`src/rtl/cmp_evt_pkg.sv`:
```
package cmp_evt_pkg;
  typedef enum logic [2:0] {
    M_LOW     = 3'b000,
    M_RISE    = 3'b001,
    M_DB_TOG  = 3'b010,
    M_DB_RISE = 3'b011,
    M_FALL    = 3'b100,
    M_TOG     = 3'b101,
    M_DB_FALL = 3'b110,
    M_HIGH    = 3'b111
  } trig_mode_e;

  typedef struct packed {
    logic [1:0] sel;
    logic       con;
    logic       flag;
    logic       en;
    trig_mode_e mode;
  } ctrl_reg_t;

  localparam ctrl_reg_t CTRL_RST = '{sel: 2'b11, con: 1'b0, flag: 1'b0, en: 1'b0, mode: M_LOW};
endpackage

```
`src/rtl/cmp_sync.sv`:
```
module cmp_sync #(
  parameter int STAGES = 2
) (
  input  logic clk_i,
  input  logic rst_ni,
  input  logic d_i,
  output logic q_o
);
  logic [STAGES-1:0] q;

  always_ff @(posedge clk_i or negedge rst_ni) begin
    if (!rst_ni) q <= '0;
    else         q <= {q[STAGES-2:0], d_i};
  end

  assign q_o = q[STAGES-1];
endmodule

```
`src/rtl/cmp_debounce.sv`:
```
module cmp_debounce #(
  parameter int TICKS = 2
) (
  input  logic clk_i,
  input  logic rst_ni,
  input  logic en_i,
  input  logic tick_i,
  input  logic smp_i,
  output logic rise_o,
  output logic fall_o
);
  localparam int CW = $clog2(TICKS + 1);

  logic          acc;
  logic [CW-1:0] cnt;
  logic          diff, hit;

  always_comb begin
    diff   = smp_i != acc;
    hit    = en_i && tick_i && diff && (cnt == CW'(TICKS - 1));
    rise_o = hit && smp_i;
    fall_o = hit && !smp_i;
  end

  always_ff @(posedge clk_i or negedge rst_ni) begin
    if (!rst_ni) begin
      acc <= 1'b0;
      cnt <= '0;
    end else if (!en_i) begin
      // reload history while off so turning on sees no change
      acc <= smp_i;
      cnt <= '0;
    end else if (tick_i) begin
      if (hit) begin
        acc <= smp_i;
        cnt <= '0;
      end else if (diff) begin
        cnt <= cnt + 1'b1;
      end else begin
        cnt <= '0;
      end
    end
  end
endmodule

```
`src/rtl/cmp_evt_detect.sv`:
```
module cmp_evt_detect
  import cmp_evt_pkg::*;
(
  input  logic       clk_i,
  input  logic       rst_ni,
  input  logic       en_i,
  input  logic       smp_i,
  input  trig_mode_e mode_i,
  input  logic       db_rise_i,
  input  logic       db_fall_i,
  output logic       evt_o
);
  logic gated, prev, en_d, valid, rise, fall;

  always_comb begin
    gated = smp_i && en_i;
    valid = en_i && en_d;   // first enabled cycle only reloads history
    rise  = valid && gated && !prev;
    fall  = valid && !gated && prev;
    unique case (mode_i)
      M_LOW:     evt_o = en_i && !gated;
      M_HIGH:    evt_o = gated;
      M_RISE:    evt_o = rise;
      M_FALL:    evt_o = fall;
      M_TOG:     evt_o = rise || fall;
      M_DB_RISE: evt_o = db_rise_i;
      M_DB_FALL: evt_o = db_fall_i;
      M_DB_TOG:  evt_o = db_rise_i || db_fall_i;
      default:   evt_o = 1'b0;
    endcase
  end

  always_ff @(posedge clk_i or negedge rst_ni) begin
    if (!rst_ni) begin
      prev <= 1'b0;
      en_d <= 1'b0;
    end else begin
      prev <= gated;
      en_d <= en_i;
    end
  end
endmodule

```
`src/rtl/cmp_csr.sv`:
```
module cmp_csr
  import cmp_evt_pkg::*;
(
  input  logic       clk_i,
  input  logic       rst_ni,
  input  logic       wr_en_i,
  input  logic [7:0] wr_data_i,
  input  logic       set_i,
  output ctrl_reg_t  reg_o
);
  ctrl_reg_t q, nxt, wd;

  always_comb begin
    wd  = ctrl_reg_t'(wr_data_i);
    nxt = q;
    if (wr_en_i) begin
      nxt.con  = wd.con;
      nxt.en   = wd.en;
      nxt.mode = wd.mode;
      if (!q.con)   nxt.sel  = wd.sel;
      if (!wd.flag) nxt.flag = 1'b0;
    end
    if (set_i) nxt.flag = 1'b1;
  end

  always_ff @(posedge clk_i or negedge rst_ni) begin
    if (!rst_ni) q <= CTRL_RST;
    else         q <= nxt;
  end

  assign reg_o = q;
endmodule

```
`src/rtl/cmp_evt_ctrl.sv`:
```
module cmp_evt_ctrl
  import cmp_evt_pkg::*;
#(
  parameter int SYNC_STAGES = 2,
  parameter int DB_TICKS    = 2
) (
  input  logic       clk_i,
  input  logic       rst_ni,
  input  logic       cmp_i,
  input  logic       tick_i,
  input  logic       wr_en_i,
  input  logic [7:0] wr_data_i,
  output logic [7:0] rd_data_o,
  input  logic       irq_en_i,
  output logic       irq_o,
  output logic       connect_o,
  output logic [1:0] chan_sel_o
);
  ctrl_reg_t ctrl;
  logic      smp, db_rise, db_fall, evt;

  cmp_sync #(.STAGES(SYNC_STAGES)) u_sync (
    .clk_i (clk_i),
    .rst_ni(rst_ni),
    .d_i   (cmp_i),
    .q_o   (smp)
  );

  cmp_debounce #(.TICKS(DB_TICKS)) u_db (
    .clk_i (clk_i),
    .rst_ni(rst_ni),
    .en_i  (ctrl.en),
    .tick_i(tick_i),
    .smp_i (smp),
    .rise_o(db_rise),
    .fall_o(db_fall)
  );

  cmp_evt_detect u_det (
    .clk_i    (clk_i),
    .rst_ni   (rst_ni),
    .en_i     (ctrl.en),
    .smp_i    (smp),
    .mode_i   (ctrl.mode),
    .db_rise_i(db_rise),
    .db_fall_i(db_fall),
    .evt_o    (evt)
  );

  cmp_csr u_csr (
    .clk_i    (clk_i),
    .rst_ni   (rst_ni),
    .wr_en_i  (wr_en_i),
    .wr_data_i(wr_data_i),
    .set_i    (evt),
    .reg_o    (ctrl)
  );

  assign rd_data_o  = ctrl;
  assign irq_o      = ctrl.flag && irq_en_i;
  assign connect_o  = ctrl.con;
  assign chan_sel_o = ctrl.sel;
endmodule

```
`config.mk`:
```
export PLATFORM = sky130hd
export DESIGN_NAME = cmp_evt_ctrl
export DESIGN_NICKNAME = d
export VERILOG_FILES = /design/src/rtl/cmp_evt_pkg.sv /design/src/rtl/cmp_sync.sv /design/src/rtl/cmp_debounce.sv /design/src/rtl/cmp_evt_detect.sv /design/src/rtl/cmp_csr.sv /design/src/rtl/cmp_evt_ctrl.sv
export SDC_FILE = /design/constraint.sdc
export NUM_CORES = 1
export LEC_CHECK = 0
export ABC_AREA = 0
export BUFFER_PORTS_ARGS = -buffer_cell sky130_fd_sc_hd__buf_2
export CORE_MARGIN = 8
export CORE_UTILIZATION = 45
export DETAILED_ROUTE_END_ITERATION = 6
export PLACE_DENSITY = 0.74
export SYNTH_ARGS = -nofsm -noshare
export SYNTH_HDL_FRONTEND = slang
export SYNTH_SLANG_ARGS = --single-unit
```
`constraint.sdc`:
```
create_clock -name clk_i -period 2 [get_ports clk_i]
set_input_delay 0.2 -clock clk_i [delete_from_list [all_inputs] [get_ports clk_i]]
set_output_delay 0.2 -clock clk_i [all_outputs]
set_load 0.01 [all_outputs]
```
Yosys cells after proc, flatten, opt, wreduce, memory -nomap -nowiden
Cells that the tools add are included.

cells by class
  mux-type cells = 11
  reductions and logical operators = 23
  $add $sub $neg = 1
  bitwise gates (word level) = 1
  equal/unequal tests = 12

operators with widths
  kind                 number
  $logic_and 1x1->1    13
  $eq 3x3->1 const B   4
  $mux 2               4
  $pmux 1 s8           1
  $eq 3x2->1 const B   2
  $reduce_and 2->1     3
  $mux 1               5
  $mux 5               1
  $ne 2x2->1 const B   2
  $eq 3x1->1 const B   1
  $logic_not 1->1      3
  $logic_not 3->1      1
  $add 2x1->2 const B  1
  $eq 2x1->1 const B   1
  $logic_or 1x1->1     2
  $ne 2x1->1 const B   1
  $reduce_bool 2->1    1
  $ne 1x1->1           1
  $not 1->1            1

storage, ports and cells
  bits of input ports = 14
  logic and storage cells = 58
  flip-flop bits (word level) = 15

Depth between registers and ports, before layout
  depth in word-level cells = 8
  depth in mapped cells = 5
  depth with buffers taken out = 5

Modules after synthesis
A second synthesis with hierarchy kept.

unflattened totals
  cells, all modules = 54
  area total of the unflattened synthesis = 711.9 um^2

modules (own cells, without submodules)
  module          cells an instance  instances  sequential area each (um^2)  area an instance (um^2)
  cmp_csr         19                 1          202.7                        327.8
  cmp_debounce    16                 1          75.1                         175.2
  cmp_evt_detect  13                 1          50.0                         130.1
  cmp_sync        2                  1          50.0                         50.0
  cmp_evt_ctrl    4                  1          0.0                          28.8

Worst setup path before layout
No wires, ideal clock.

  path type = reg2reg
  from = register u_db.cnt[1]
  to = register u_db.acc
  setup slack = 0.831 ns
  required time = 1.875 ns
  data arrival time = 1.044 ns
  cell stages (with the launch flop) = 6
  setup time = 0.125 ns
  buffers on the path = 0
  period minus slack after synthesis = 1.169 ns
  path through = dfrtp_1 -> inv_1 -> ha_1 -> nand2_1 -> nand2_1 -> mux2_2

between the ends
  longest elaborated chain between the ends = 4

ends and longest elaborated chain
  item                        RTL line            source
  from (decl)                 cmp_debounce.sv:15  logic [CW-1:0] cnt;
  from (signal assigned)      cmp_debounce.sv:38  cnt <= cnt + 1'b1;
  $eq 2x1->1                  cmp_debounce.sv:20  hit = en_i && tick_i && diff && (cnt == CW'(TICKS - 1));
  $logic_and 1x1->1           cmp_debounce.sv:20
  $ne 2x2->1 (no line)        -
  $reduce_and 2->1 (no line)  -
  to (signal assigned)        cmp_debounce.sv:31  acc <= smp_i;
  to (signal assigned)        cmp_debounce.sv:35  acc <= smp_i;
  to (decl)                   cmp_debounce.sv:14  logic acc;

Every way passes these cells.
A chain may end at the register's enable or synchronous reset.

Final worst setup path
Ends and elaborated chain as after synthesis.

==> metrics.md <==
| Metric | Value |
|---|---|
| Final WS setup | 747 ps |
| Total Neg Setup Slack | 0 ps |
| RSZ-0062 raised after global routing | false |
| Core area | 1490 um2 |
| Routed vias/inst | 5.01 |
| Relative slew slack | 78.4% |
| Least-Margin Pin Slew | 324 ps |
| Critical path cell sequence | inv_1 -> ha_1 -> nand2_1 -> nand2_1 -> mux2_2 |
| Final period utilization | 62.6% |
| Register share of total power | 54.3% |
| Vias in the first global route | 492 |
| Post-Syn Area | 698 um2 |
| Min Tclk post-route | 1250 ps |
| CP dominant cell by count | nand2_1 |
| Clock sink count | 15 |
| Leakage power total | 0.404 nW |
| Mean Syn Cell Area | 12.5 um2 |
| Sw Ratio | 28.3% |
| Synth warnings | 0 |
| Die area | 3070 um2 |
| Slowest stage delay, CP | 370 ps |
| Congestion Overflow GR | 0 |
| Synth-to-Final Area Change | 21.1% |
| Met1 global-route usage | 9.99% |
| # diodes | 0 |
| Worst-path clk slew | 80 ps |
| Max-slew violation count | 0 |
| Routability cong. | 0.739 |
| IO Port Bufs | 25 |
| CTS tree | done |
| Fmax | 0.798 GHz |
| Met3 usage | 4.11% |
| Setup crit start kind | flip-flop |
| Nature of the critical path endpoint | flip-flop |
| First-pass GRT wire length | 2240 um |
| Largest net degree at the start of global routing | 16 |
| Boundary pin count | 26 |
| Setup bufs post-CTS | 0 |
| CTS hold repair buffers | 1 |
| Final Total Pwr | 0.000693 W |
| Outcome | finished clean |
| GRT met2 Usage | 13.5% |
| Width of the die | 55.4 um |
| H-tree lvl count | 1 |
| Critical Path AT | 1420 ps |
| Net switching power figure | 0.000196 W |
| Skew-Pair Late Insertion Delay | 280 ps |
| # setup viols final | 0 |
| Internal | 0.000497 W |
| DRC marker count from the first detailed-route iteration | 4 |
| Clock Skews | 8.69 ps |
| Clock Power Share | 24.4% |
| Total GRT Usage | 8.78% |
| Worst Hold Class | primary input to flip-flop |
| Crit Path Max Fanout | 4 |
| Synth Register Bits | 15 |
| TritonRoute pass-1 iters | 5 |
| Clock Tree Buf Depth | 2 |
| Mapped Cells | 56 |
| CP max-delay cell | dfrtp_1 |
| Max rail drop VDD | 496 uV |
| Row Count | 14 |
| Nets | 97 |
| Crit path required time | 2170 ps |
| Share of post-route cells with drive strength above 1 | 53.1% |
| Clk root buf | clkbuf_4 |
| Crit Path Category | flip-flop to flip-flop |
| Routed WL | 1360 um |
| Drt drc | 0 |
| DR WL/cell | 14.0 um |
| Busiest layer in global routing | met2 |
| Comb pwr share | 21.2% |
| Initial antenna violation count | 0 |
| Seq/Total Area, Yosys | 54.1% |
| Die height | 55.4 um |
| Place WS | 751 ps |
| Final Hold Viols | 0 |
| Synth unique cells | 21 |
| Max Cap Violations | 0 |
| CTS Buf Count | 3 |
| DRT antenna net count | 0 |
| Post-CTS resize count | 0 |
| DP HPWL | 1080 um |
| Via count | 486 |
| Initial Utilization | 46.9% |
| Synth Net Count | 71 |
| Power Dens Cells | 819 nW/um2 |
## cells in the mapped netlist
master	count	area share, %
xnor2_1	1	1.3
dfstp_2	2	7.5
nor2_1	3	1.6
mux2_2	8	13
and4_1	1	1.3
dfrtp_1	13	47
inv_1	2	1.1
nor4b_2	2	4.3
and3_1	1	0.90
ha_1	1	1.8
o21ai_0	3	2.1
nand4_1	1	0.90
and2b_2	1	1.3
nor3b_1	4	4.3
o21a_1	2	2.1
o211ai_1	1	1.1
nand2_1	2	1.1
and2_1	2	1.8
and2_2	1	1.1
buf_4	4	4.3
clkbuf_2	1	0.72
## layout make-up
class | instances | area, um2
clock inverters | 1 | 5.00
flip-flops and latches | 15 | 378
repair buffers | 26 | 135
inverters | 2 | 7.51
well taps | 16 | 20.0
fillers | 129 | 643
clock buffers | 3 | 22.5
multi-input cells | 34 | 278
## final timing paths
| path | start | slack, ps | end | cells past startpoint |
|---|---|---|---|---|
| max | u_db.cnt[1] | 750 | u_db.acc | 5 |
| min in group asynchronous | rst_ni | 330 | u_csr.reg_o[1] | 2 |
| min reg2reg | u_sync.q[0] | 360 | u_sync.q[1] | 0 |
| min | cmp_i | 30 | u_sync.q[0] | 1 |
| max in group asynchronous | rst_ni | 1380 | u_csr.reg_o[6] | 2 |
| max reg2reg | u_db.cnt[1] | 750 | u_db.acc | 5 |
## flip-flops by register name (all words and copies together), names as in the netlist
name,cells
u_det.prev,1
u_sync.q,2
u_det.en_d,1
u_db.cnt,2
u_db.acc,1
u_csr.reg_o,8
## placed cells by master, fill, tap and decap left out, types with 2 or more instances in the layout
cell type,netlist,routed
and2_1,2,2
nand2_1,2,2
mux2_2,8,8
nor2_1,3,3
clkbuf_4,0,3
o21ai_0,3,3
dfrtp_1,13,13
nor3b_1,4,4
nor4b_2,2,2
o21a_1,2,2
inv_1,2,2
buf_2,0,25
dfstp_2,2,2
## worst max-delay path, delay by kind of cell (launching register included)
kind	cells	cell delay, ps
adders and majority gates	1	230
muxes	1	330
DFF	1	370
buffers and inverters	1	70
and+or+nand+nor	2	140
## layer usage
layer | routed length, um | up-vias
li1 | - | 246
met4 | 9 | 0
met5 | 0 | -
met3 | 79 | 2
met1 | 567 | 226
met2 | 699 | 12
## through the flow
step | hold slack (ps) | utilization [%] | instances | cell area, um2
final | 25.9 | 56.8 | 97 | 846
after global routing | 12.0 | 56.8 | 97 | 846
after CTS | 16.6 | 56.8 | 97 | 846
after detailed placement | 119 | 54.3 | 92 | 808
after global placement | 116 | 54.3 | 92 | 808
after floorplan | -95.6 | - | 56 | 698
## power by group through the flow
| stage | Sequential, W | Combinational, W | Clock [W] |
|---|---|---|---|
| 2_1_floorplan | 0.000387 | 0.0000917 | 0 |
| 3_3_place_gp | 0.000381 | 0.000145 | 0 |
| 3_5_place_dp | 0.000383 | 0.000150 | 0 |
| 4_1_cts | 0.000377 | 0.000151 | 0.000175 |
| 5_1_grt | 0.000383 | 0.000163 | 0.000186 |
| 6_report | 0.000376 | 0.000147 | 0.000169 |
## cell families (layout without fill, tap and decap cells)
logic type / after synthesis / in the layout / share of synthesized area [%]
simple gates: 18 / 18 / 18.5
flops: 15 / 15 / 54.1
mux: 8 / 8 / 12.9
buf+inv: 7 / 32 / 6.09
compound gates: 6 / 6 / 5.38
fa+ha+maj: 1 / 1 / 1.79
xor+xnor: 1 / 1 / 1.25
Note: power is estimated with default switching activity, not from simulation.
